`config.mk`:
```
export PLATFORM = sky130hd
export DESIGN_NAME = rxcoal_ctrl
export DESIGN_NICKNAME = d
export VERILOG_FILES = /design/src/rtl/rxcoal_pkg.sv /design/src/rtl/rxcoal_gap_timer.sv /design/src/rtl/rxcoal_miss_ctr.sv /design/src/rtl/rxcoal_evt_track.sv /design/src/rtl/rxcoal_ctrl.sv
export SDC_FILE = /design/constraint.sdc
export NUM_CORES = 1
export LEC_CHECK = 0
export BUFFER_PORTS_ARGS = -buffer_cell sky130_fd_sc_hd__buf_2
export CAP_MARGIN = 20
export CORE_MARGIN = 2
export CORE_UTILIZATION = 42
export DETAILED_ROUTE_END_ITERATION = 10
export GPL_TIMING_DRIVEN = 0
export HOLD_SLACK_MARGIN = 0.08
export PLACE_DENSITY_LB_ADDON = 0.25
export SYNTH_ARGS = -nofsm -noshare
export SYNTH_HDL_FRONTEND = slang
export SYNTH_SLANG_ARGS = --single-unit
```
`constraint.sdc`:
```
create_clock -name clk -period 3 [get_ports clk]
set_input_delay 0.45 -clock clk [delete_from_list [all_inputs] [get_ports clk]]
set_output_delay 0.45 -clock clk [all_outputs]
set_load 0.03 [all_outputs]
```
`src/rtl/rxcoal_pkg.sv`:
```
// Shared types for the receive coalescing controller.
package rxcoal_pkg;
    typedef enum logic [1:0] {
        ST_IDLE  = 2'd0,  // no frame held
        ST_HOLD  = 2'd1,  // one good frame held, interrupt withheld
        ST_BURST = 2'd2,  // DMA mode, gathering frames
        ST_DRAIN = 2'd3   // burst closed, waiting for host exit handshake
    } coal_state_e;
endpackage

```
`src/rtl/rxcoal_gap_timer.sv`:
```
// Interframe gap timer.
// Counts tick pulses since the last qualifying end-of-frame and saturates one
// past the upper window bound. Assumes GAP_MIN > 0 and GAP_MIN <= GAP_MAX.
// Comes out of reset in the expired state, so no window is open before the first frame.
module rxcoal_gap_timer #(
    parameter int GAP_MIN = 96,
    parameter int GAP_MAX = 520
) (
    input  logic clk,
    input  logic rst_n,
    input  logic tick,
    input  logic restart,
    output logic in_window,
    output logic expired
);
    localparam int LIMIT = GAP_MAX + 1;
    localparam int GW    = $clog2(LIMIT + 1);

    logic [GW-1:0] gap;

    // Restart on a qualifying frame, otherwise count ticks up to the limit.
    always_ff @(posedge clk) begin
        if (!rst_n)
            gap <= GW'(LIMIT);
        else if (restart)
            gap <= '0;
        else if (tick && gap != GW'(LIMIT))
            gap <= gap + 1'b1;
    end

    assign in_window = (gap >= GW'(GAP_MIN)) && (gap <= GW'(GAP_MAX));
    assign expired   = (gap == GW'(LIMIT));


    gap_hold_chk: assert property (@(posedge clk) disable iff (!rst_n)
        (!tick && !restart) |=> $stable(gap));

    gap_restart_chk: assert property (@(posedge clk) disable iff (!rst_n)
        restart |=> (!expired && !in_window));
endmodule

```
`src/rtl/rxcoal_miss_ctr.sv`:
```
// Missed-frame counter.
// Saturates at all ones. A host read clears it, and a miss in the same cycle
// as the read leaves it at 1.
module rxcoal_miss_ctr #(
    parameter int W = 8
) (
    input  logic         clk,
    input  logic         rst_n,
    input  logic         inc,
    input  logic         clr,
    output logic [W-1:0] cnt
);
    localparam logic [W-1:0] MAXV = {W{1'b1}};

    // Clear on read, else count misses without wrapping.
    always_ff @(posedge clk) begin
        if (!rst_n)
            cnt <= '0;
        else if (clr)
            cnt <= inc ? W'(1) : '0;
        else if (inc && cnt != MAXV)
            cnt <= cnt + 1'b1;
    end


    miss_mono_chk: assert property (@(posedge clk) disable iff (!rst_n)
        !clr |=> cnt >= $past(cnt));

    miss_sat_chk: assert property (@(posedge clk) disable iff (!rst_n)
        (cnt == MAXV && !clr) |=> cnt == MAXV);
endmodule

```
`src/rtl/rxcoal_evt_track.sv`:
```
// Pending event report tracker.
// Adds 0..2 reports per cycle for frames taken into a burst and removes one per
// host acknowledge. An acknowledge while nothing is pending is dropped.
module rxcoal_evt_track #(
    parameter int W = 4
) (
    input  logic         clk,
    input  logic         rst_n,
    input  logic [1:0]   add,
    input  logic         ack,
    output logic [W-1:0] pending
);
    logic dec;

    // Acknowledge takes effect only if a report is pending.
    always_comb dec = ack && (pending != '0);

    // Update the pending report count.
    always_ff @(posedge clk) begin
        if (!rst_n)
            pending <= '0;
        else
            pending <= pending + W'(add) - W'(dec);
    end


    evt_ignore_chk: assert property (@(posedge clk) disable iff (!rst_n)
        (ack && pending == '0 && add == 2'd0) |=> pending == '0);

    evt_stable_chk: assert property (@(posedge clk) disable iff (!rst_n)
        (add == 2'd0 && !ack) |=> $stable(pending));
endmodule

```
`src/rtl/rxcoal_ctrl.sv`:
```
// Receive interrupt coalescing controller (top).
// Withholds the first good frame's interrupt, enters receive DMA mode when a
// second good frame follows within the back-to-back window, gathers up to
// MAX_BURST frames and raises one completion interrupt. DMA mode is left only
// through the host handshake. Assumes MAX_BURST >= 3 and at most one eof per cycle.
module rxcoal_ctrl
    import rxcoal_pkg::*;
#(
    parameter int GAP_MIN   = 96,
    parameter int GAP_MAX   = 520,
    parameter int MAX_BURST = 8,
    parameter int MISS_W    = 8
) (
    input  logic                           clk,
    input  logic                           rst_n,
    input  logic                           tick,
    input  logic                           eof,
    input  logic                           addr_ok,
    input  logic                           len_ok,
    input  logic                           crc_ok,
    input  logic                           cfg_coal_en,
    input  logic                           cfg_auto_dma,
    input  logic                           cfg_dma_only,
    input  logic                           cfg_good_accept,
    input  logic                           cfg_good_irq_en,
    input  logic                           cfg_dest_irq_en,
    input  logic                           cfg_early128_irq_en,
    input  logic                           dma_busy,
    input  logic                           evt_ack,
    input  logic                           cnt_rd,
    input  logic                           miss_rd,
    output logic                           dma_mode,
    output logic                           dma_req,
    output logic [$clog2(MAX_BURST+1)-1:0] frame_cnt,
    output logic [$clog2(MAX_BURST+1)-1:0] evt_pending,
    output logic [MISS_W-1:0]              miss_cnt,
    output logic                           irq_rx_ok,
    output logic                           irq_dma_done
);
    localparam int FW = $clog2(MAX_BURST + 1);

    coal_state_e    st;
    logic [FW-1:0]  fcnt;
    logic [FW-1:0]  queue;
    logic           zread;
    logic           busy_q;
    logic           coal_act, qual, in_window, expired;
    logic           start, take, miss, q_dec, can_exit;
    logic [1:0]     add_n;

    // Decode configuration legality and frame qualification.
    always_comb begin
        coal_act = cfg_coal_en && (cfg_auto_dma || cfg_dma_only) && cfg_good_accept
                   && cfg_good_irq_en && !cfg_dest_irq_en && !cfg_early128_irq_en;
        qual     = eof && addr_ok && len_ok && crc_ok && cfg_good_accept;
    end

    // Per-cycle frame disposition and exit condition.
    always_comb begin
        start    = qual && (st == ST_HOLD) && coal_act && in_window;
        take     = qual && (st == ST_BURST) && !dma_busy;
        miss     = qual && (((st == ST_BURST) && dma_busy) || (st == ST_DRAIN));
        add_n    = start ? 2'd2 : (take ? 2'd1 : 2'd0);
        q_dec    = busy_q && !dma_busy && (queue != '0);
        can_exit = (st == ST_DRAIN) && zread && (evt_pending == '0)
                   && !dma_busy && (queue == '0);
    end

    rxcoal_gap_timer #(.GAP_MIN(GAP_MIN), .GAP_MAX(GAP_MAX)) u_gap (
        .clk(clk), .rst_n(rst_n), .tick(tick), .restart(qual),
        .in_window(in_window), .expired(expired)
    );

    rxcoal_miss_ctr #(.W(MISS_W)) u_miss (
        .clk(clk), .rst_n(rst_n), .inc(miss), .clr(miss_rd), .cnt(miss_cnt)
    );

    rxcoal_evt_track #(.W(FW)) u_evt (
        .clk(clk), .rst_n(rst_n), .add(add_n), .ack(evt_ack), .pending(evt_pending)
    );

    // Coalescing state machine with registered interrupt pulses.
    always_ff @(posedge clk) begin
        if (!rst_n) begin
            st           <= ST_IDLE;
            fcnt         <= '0;
            zread        <= 1'b0;
            irq_rx_ok    <= 1'b0;
            irq_dma_done <= 1'b0;
        end else begin
            irq_rx_ok    <= 1'b0;
            irq_dma_done <= 1'b0;
            unique case (st)
                ST_IDLE: begin
                    if (qual) begin
                        if (coal_act) st <= ST_HOLD;
                        else          irq_rx_ok <= cfg_good_irq_en;
                    end
                end
                ST_HOLD: begin
                    if (!coal_act) begin
                        st        <= ST_IDLE;
                        irq_rx_ok <= 1'b1;
                    end else if (start) begin
                        st   <= ST_BURST;
                        fcnt <= FW'(2);
                    end else if (qual) begin
                        irq_rx_ok <= 1'b1;
                    end else if (expired) begin
                        st        <= ST_IDLE;
                        irq_rx_ok <= 1'b1;
                    end
                end
                ST_BURST: begin
                    if (take) begin
                        fcnt <= fcnt + 1'b1;
                        if (int'(fcnt) + 1 == MAX_BURST) begin
                            st           <= ST_DRAIN;
                            irq_dma_done <= 1'b1;
                        end
                    end else if (expired) begin
                        st           <= ST_DRAIN;
                        irq_dma_done <= 1'b1;
                    end
                end
                ST_DRAIN: begin
                    if (cnt_rd) begin
                        fcnt <= '0;
                        if (fcnt == '0) zread <= 1'b1;
                    end
                    if (can_exit) begin
                        st    <= ST_IDLE;
                        zread <= 1'b0;
                    end
                end
                default: st <= ST_IDLE;
            endcase
        end
    end

    // Track frames waiting for transfer; retire one per falling busy edge.
    always_ff @(posedge clk) begin
        if (!rst_n) begin
            queue  <= '0;
            busy_q <= 1'b0;
        end else begin
            queue  <= queue + FW'(add_n) - FW'(q_dec);
            busy_q <= dma_busy;
        end
    end

    assign dma_mode  = (st == ST_BURST) || (st == ST_DRAIN);
    assign dma_req   = dma_mode && (queue != '0) && !dma_busy;
    assign frame_cnt = fcnt;


    dma_entry_chk: assert property (@(posedge clk) disable iff (!rst_n)
        $rose(dma_mode) |-> ($past(st) == ST_HOLD && $past(in_window)));

    dma_exit_chk: assert property (@(posedge clk) disable iff (!rst_n)
        $fell(dma_mode) |-> ($past(evt_pending) == '0 && !$past(dma_busy) && $past(zread)));

    burst_cap_chk: assert property (@(posedge clk) disable iff (!rst_n)
        int'(frame_cnt) <= MAX_BURST);

    irq_excl_chk: assert property (@(posedge clk) disable iff (!rst_n)
        $onehot0({irq_rx_ok, irq_dma_done}));

    miss_evt_chk: assert property (@(posedge clk) disable iff (!rst_n)
        (miss && !evt_ack) |=> evt_pending == $past(evt_pending));

    queue_cap_chk: assert property (@(posedge clk) disable iff (!rst_n)
        int'(queue) <= MAX_BURST);
endmodule

```
* Word level (Yosys, flattened, before mapping)
Cells that the tools add are included.
** Storage, ports and cells
- Logic and storage cells :: 125
- Bits in latches :: 0
- Bits of input ports :: 18
- Bits in writable memories :: 0
- Bits in read-only memories :: 0
- Memories kept :: 0
- Flip-flop bits (word level) :: 36
** Operators by class
- Equality and inequality tests :: 18
- Order comparisons :: 2
- Bitwise operators :: 1
- Shifts and indexed selects :: 0
- Div/mod/pow operators :: 0
- Mux-type cells :: 35
- Multipliers :: 0
- Reductions and logical operators :: 50
- Add/sub/neg operators :: 8
** Operator list (number)
- $logic_and A1 B1 Y1 :: 28
- $mux W2 :: 11
- $mux W10 :: 2
- $mux W4 :: 4
- $mux W8 :: 2
- $ne A2 B2 Y1 const B :: 7
- $mux W1 :: 13
- $logic_not A4 Y1 :: 3
- $pmux W4 S3 :: 1
- $add A10 B1 Y10 const B :: 1
- $eq A10 B10 Y1 const B :: 1
- $ge A10 B7 Y1 const B :: 1
- $le A10 B10 Y1 const B :: 1
- $ne A10 B10 Y1 const B :: 1
- $add A4 B2 Y4 :: 2
- $add A8 B1 Y8 const B :: 1
- $ne A4 B4 Y1 const B :: 2
- $ne A8 B8 Y1 const B :: 1
- $pmux W2 S4 :: 1
- $reduce_bool A2 Y1 :: 4
- $reduce_bool A4 Y1 :: 2
- $sub A4 B1 Y4 :: 2
- $reduce_and A7 Y1 :: 1
- $add A4 B1 Y5 const B :: 1
- other kinds (16) :: 21

* Longest topological paths before layout
- Depth in word-level cells :: 11
- Mapped depth :: 12
- Gate-level depth less buffers :: 12

* Cells and area by module
Synthesis repeated with hierarchy kept, for this count alone.
** Second synthesis, totals
- Cell total of the unflattened synthesis :: 265
- Area total of the unflattened synthesis :: 2235.9 um^2
** By module, submodules not included
- rxcoal_ctrl :: sequential area each 280.3 um^2, times used 1, cells each 115, area an instance 928.4 um^2
- rxcoal_gap_timer :: sequential area each 200.2 um^2, times used 1, cells each 69, area an instance 594.3 um^2
- rxcoal_miss_ctr :: sequential area each 160.2 um^2, times used 1, cells each 49, area an instance 426.7 um^2
- rxcoal_evt_track :: sequential area each 80.1 um^2, times used 1, cells each 32, area an instance 286.5 um^2

* Worst setup path before layout
OpenSTA, ideal clock, no wires.
- Path kind :: register to register
- Start :: register u_gap.gap[5]
- End :: register queue[3]
- Required time :: 2885 ps
- Library setup time :: 115 ps
- Cell stages (with the launch flop) :: 11
- Data arrival time :: 2614 ps
- Clock period less this slack :: 2728 ps
- Path slack :: 272 ps
- Cells stage by stage :: dfxtp_1 > or4b_1 > a211oi_1 > o2111ai_1 > ha_1 > inv_1 > ha_1 > a21o_1 > a21oi_1 > xor2_1 > and2_1
** On the way
- Longest elaborated chain between the ends :: 6
- Elaborated cells on any way between the ends :: 7
** RTL lines
- start: declaration :: line rxcoal_gap_timer.sv:19 : logic [GW-1:0] gap;
- start signal: assignment :: line rxcoal_gap_timer.sv:24 : gap <= GW'(LIMIT);
- start signal: assignment :: line rxcoal_gap_timer.sv:28 : gap <= gap + 1'b1;
- $ge A10 B7 Y1 / $le A10 B10 Y1 (equally long branches) :: line rxcoal_gap_timer.sv:31 : assign in_window = (gap >= GW'(GAP_MIN)) && (gap <= GW'(GAP_MAX));
- $logic_and A1 B1 Y1 (*) :: line rxcoal_gap_timer.sv:31
- $logic_and A1 B1 Y1 (*) :: line rxcoal_ctrl.sv:60 : start = qual && (st == ST_HOLD) && coal_act && in_window;
- $mux W2 (*) :: line rxcoal_ctrl.sv:63 : add_n = start ? 2'd2 : (take ? 2'd1 : 2'd0);
- $add A4 B2 Y4 (*) :: line rxcoal_ctrl.sv:147 : queue <= queue + FW'(add_n) - FW'(q_dec);
- $sub A4 B1 Y4 (*) :: line rxcoal_ctrl.sv:147
- end signal: assignment :: line rxcoal_ctrl.sv:147
- end: declaration :: line rxcoal_ctrl.sv:44 : logic [FW-1:0] queue;
Every way passes the cells marked *; elsewhere a longest branch is shown, timed or not.
A chain may end at the register's enable or synchronous reset.

* Worst setup path in the final report
Ends and elaborated chain as after synthesis.

==> results.sh <==
export IMPL_status="completed"
export IMPL_vias_per_cell=5.02
export IMPL_synth_avg_cell_area_um2=8.60
export IMPL_h_tree_depth=2
export IMPL_antenna_cells=0
export IMPL_most_common_layout_cells="37 x buf_2, 36 x dfxtp_1, 26 x nor2_1, 23 x inv_1, 17 x nand2_1"
export IMPL_cts_tree="done"
export IMPL_min_path_type="input port to flop"
export IMPL_min_to="u_miss.cnt[0]"
export IMPL_vias=1758
export IMPL_die_y_um=73.8
export IMPL_drc=0
export IMPL_synthFlopType="dfxtp_1"
export IMPL_first_iter_violations=71
export IMPL_wire_per_inst_um=12.3
export IMPL_ios=38
export IMPL_cp_arrival_ns=3.04
export IMPL_drv_cap=0
export IMPL_worstSetupPathType="flop to flop"
export IMPL_clock_skew_final_ns=0.00847
export IMPL_ys_seq_area_share_pct=35.2
export IMPL_final_setup_tns_ns=0
export IMPL_fp_row_count=25
export IMPL_worst_r2r_path_depth=10
export IMPL_postLayoutSetupSlackWorst_ns=0.147
export IMPL_worstMarginPinSlew_ns=0.560
export IMPL_rr_endpoint="queue[3]"
export IMPL_peakVddDrop_mv=0.402
export IMPL_final_antenna_net_count=0
export IMPL_whs_ns=0.435
export IMPL_overflow=0
export IMPL_ys_warnings_count=0
export IMPL_area_delta_synth_final_pct=20.7
export IMPL_ys_types=47
export IMPL_synthCells=238
export IMPL_reg2reg_setup_slack_ns=0.15
export IMPL_path_clk_slew_ns=0.08
export IMPL_cp_end_kind="flop"
export IMPL_place_ws_ns=-0.307
export IMPL_finalNetCount=320
export IMPL_grt_antenna_before_repair=0
export IMPL_syn_nets=276
export IMPL_dieArea_mm2=0.00544
export IMPL_place_detailed_hpwl_um=3110
export IMPL_initial_core_util_pct=43.3
export IMPL_drive_gt1_share_pct=19.8
export IMPL_hold_violations=0
export IMPL_mostFrequentLayoutCell="buf_2"
export IMPL_leakagePower_nw=1.07
export IMPL_setup_violations=0
export IMPL_worstPathRequired_ns=3.18
export IMPL_slew_headroom_pct=62.5
export IMPL_numClockSinks=36
export IMPL_numCtsBuffers=5
export IMPL_yosys_register_bits=36
export IMPL_final_min_clock_period_ns=2.85
export IMPL_nFillCells=481
export IMPL_r2r_start="u_gap.gap[5]"
export IMPL_synth_edf_count=0
export IMPL_period_share_pct=95.1
export IMPL_die_w_um=73.8
export IMPL_grt_pass1_vias=1578
export IMPL_final_util_pct=52.3
export IMPL_grt_max_degree=12
export IMPL_power_mw=1.40
export IMPL_grt_usage_pct=16.5
export IMPL_cts_buffer_depth=2
export IMPL_io_buffer_count=36
export IMPL_gp_congestion=0.828
export IMPL_max_freq_mhz=351
export IMPL_hold_depth=2
export IMPL_insertion_delay_ns=0.29
export IMPL_cts_hold_buffers=0
export IMPL_grt_pass1_wl_um=6920
export IMPL_routed_wl_um=4300
export IMPL_hp_start="miss_rd"
export IMPL_cp_max_fo=6
export IMPL_drv_slew=0
export IMPL_firstDrtPassIters=4
export IMPL_powerDensity_mw_per_mm2=566
export IMPL_core_area_mm2=0.00472
export IMPL_synth_area_mm2=0.00205
export IMPL_startpoint_type="flop"
export IMPL_synthArstFlopShare_pct=0
export IMPL_cts_root_buffer="clkbuf_8"
[state kept, by name, indices dropped and copies added (netlist names), named ones only]
| register | cells |
|---|---|
| u_evt.pending | 4 |
| queue | 4 |
| u_miss.cnt | 8 |
| irq_rx_ok | 1 |
| st | 1 |
| busy_q | 1 |
| frame_cnt | 4 |
| u_gap.gap | 10 |
| irq_dma_done | 1 |
| zread | 1 |
[cell usage after synthesis (all sizes together), types with 2 or more instances]
cell,instances,share of area (%)
a211oi,2,0.73
a21o,2,0.73
a21oi,9,2.2
and2,9,2.8
and3,3,0.92
clkbuf,6,1.1
dfxtp,36,35
fa,2,2.0
ha,18,11
inv,23,4.2
nand2,17,3.1
nand2b,4,1.2
nand3,5,1.2
nand3b,2,0.73
nand4,5,1.5
nand4b,3,1.3
nor2,26,4.8
nor2b,3,0.92
nor3,2,0.49
nor3b,5,1.8
nor4,4,1.2
nor4b,2,0.86
o2111ai,3,1.6
o21a,2,0.73
o21ai,8,2.0
xnor2,10,4.3
xor2,9,3.9
[layout make-up]
cell class	instances	area, µm²	share of cell area [%]
Buffer	7	27.5	1.11
Tap cell	67	83.8	3.39
Clock inverter	2	10.0	0.405
Timing Repair Buffer	37	188	7.60
Inverter	24	90.1	3.65
Sequential cell	36	721	29.2
Multi-Input combinational cell	171	1270	51.3
Clock buffer	6	82.6	3.34
[worst max-delay path, stage by stage, from the launching register on]
cell	delay [ns]
dfxtp_1	0.37
or4b_1	0.60
a211oi_4	0.29
o2111ai_4	0.23
ha_4	0.36
inv_1	0.04
ha_1	0.29
a21o_1	0.18
a21oi_1	0.17
xor2_1	0.08
and2_1	0.15
[worst max-delay path by stage]
stage                                from        to
after floorplan              u_gap.gap[5]  queue[3]
after global placement    cfg_good_accept  queue[3]
after detailed placement  cfg_good_accept  queue[3]
after CTS                    u_gap.gap[5]  queue[3]
after global routing         u_gap.gap[5]  queue[3]
final                        u_gap.gap[5]  queue[3]
[metal layers]
layer  routed length, µm  global-route usage (%)  up-vias
met3                 159                    3.43        8
li1                    -                       -      903
met1                2040                    22.3      809
met5                   0                       0        -
met4                  66                    5.86        0
met2                2040                    26.1       38
[what timing repair did]
| action | CTS | global route |
|---|---|---|
| buffers inserted | 0 | 1 |
| setup endpoints to repair | 2 | 2 |
| resized for setup | 2 | 5 |
| pin swaps | 0 | 2 |
[where the power goes]
| part | internal (mW) | switching (mW) | total, mW |
|---|---|---|---|
| Combinational | 0.217 | 0.270 | 0.487 |
| Clock | 0.183 | 0.172 | 0.356 |
| Sequential | 0.525 | 0.0299 | 0.555 |
[stage by stage]
step                      instances  area [µm²]
after floorplan                 238        2050
after global placement          341        2310
after detailed placement        341        2310
after CTS                       349        2410
after global routing            350        2470
final                           350        2470
[logic make-up (layout without fill, tap and decap cells)]
logic type / after synthesis / after routing / share of synthesized area [%]
AOI/OAI and AO/OA: 34 / 34 / 11.7
buffers and inverters: 31 / 76 / 5.75
and+or+nand+nor: 97 / 97 / 25.7
DFF: 36 / 36 / 35.2
adders and majority gates: 20 / 20 / 13.0
muxes: 1 / 1 / 0.489
xor gates and xnor gates: 19 / 19 / 8.13
No activity file was read; power rests on OpenSTA's default activity.
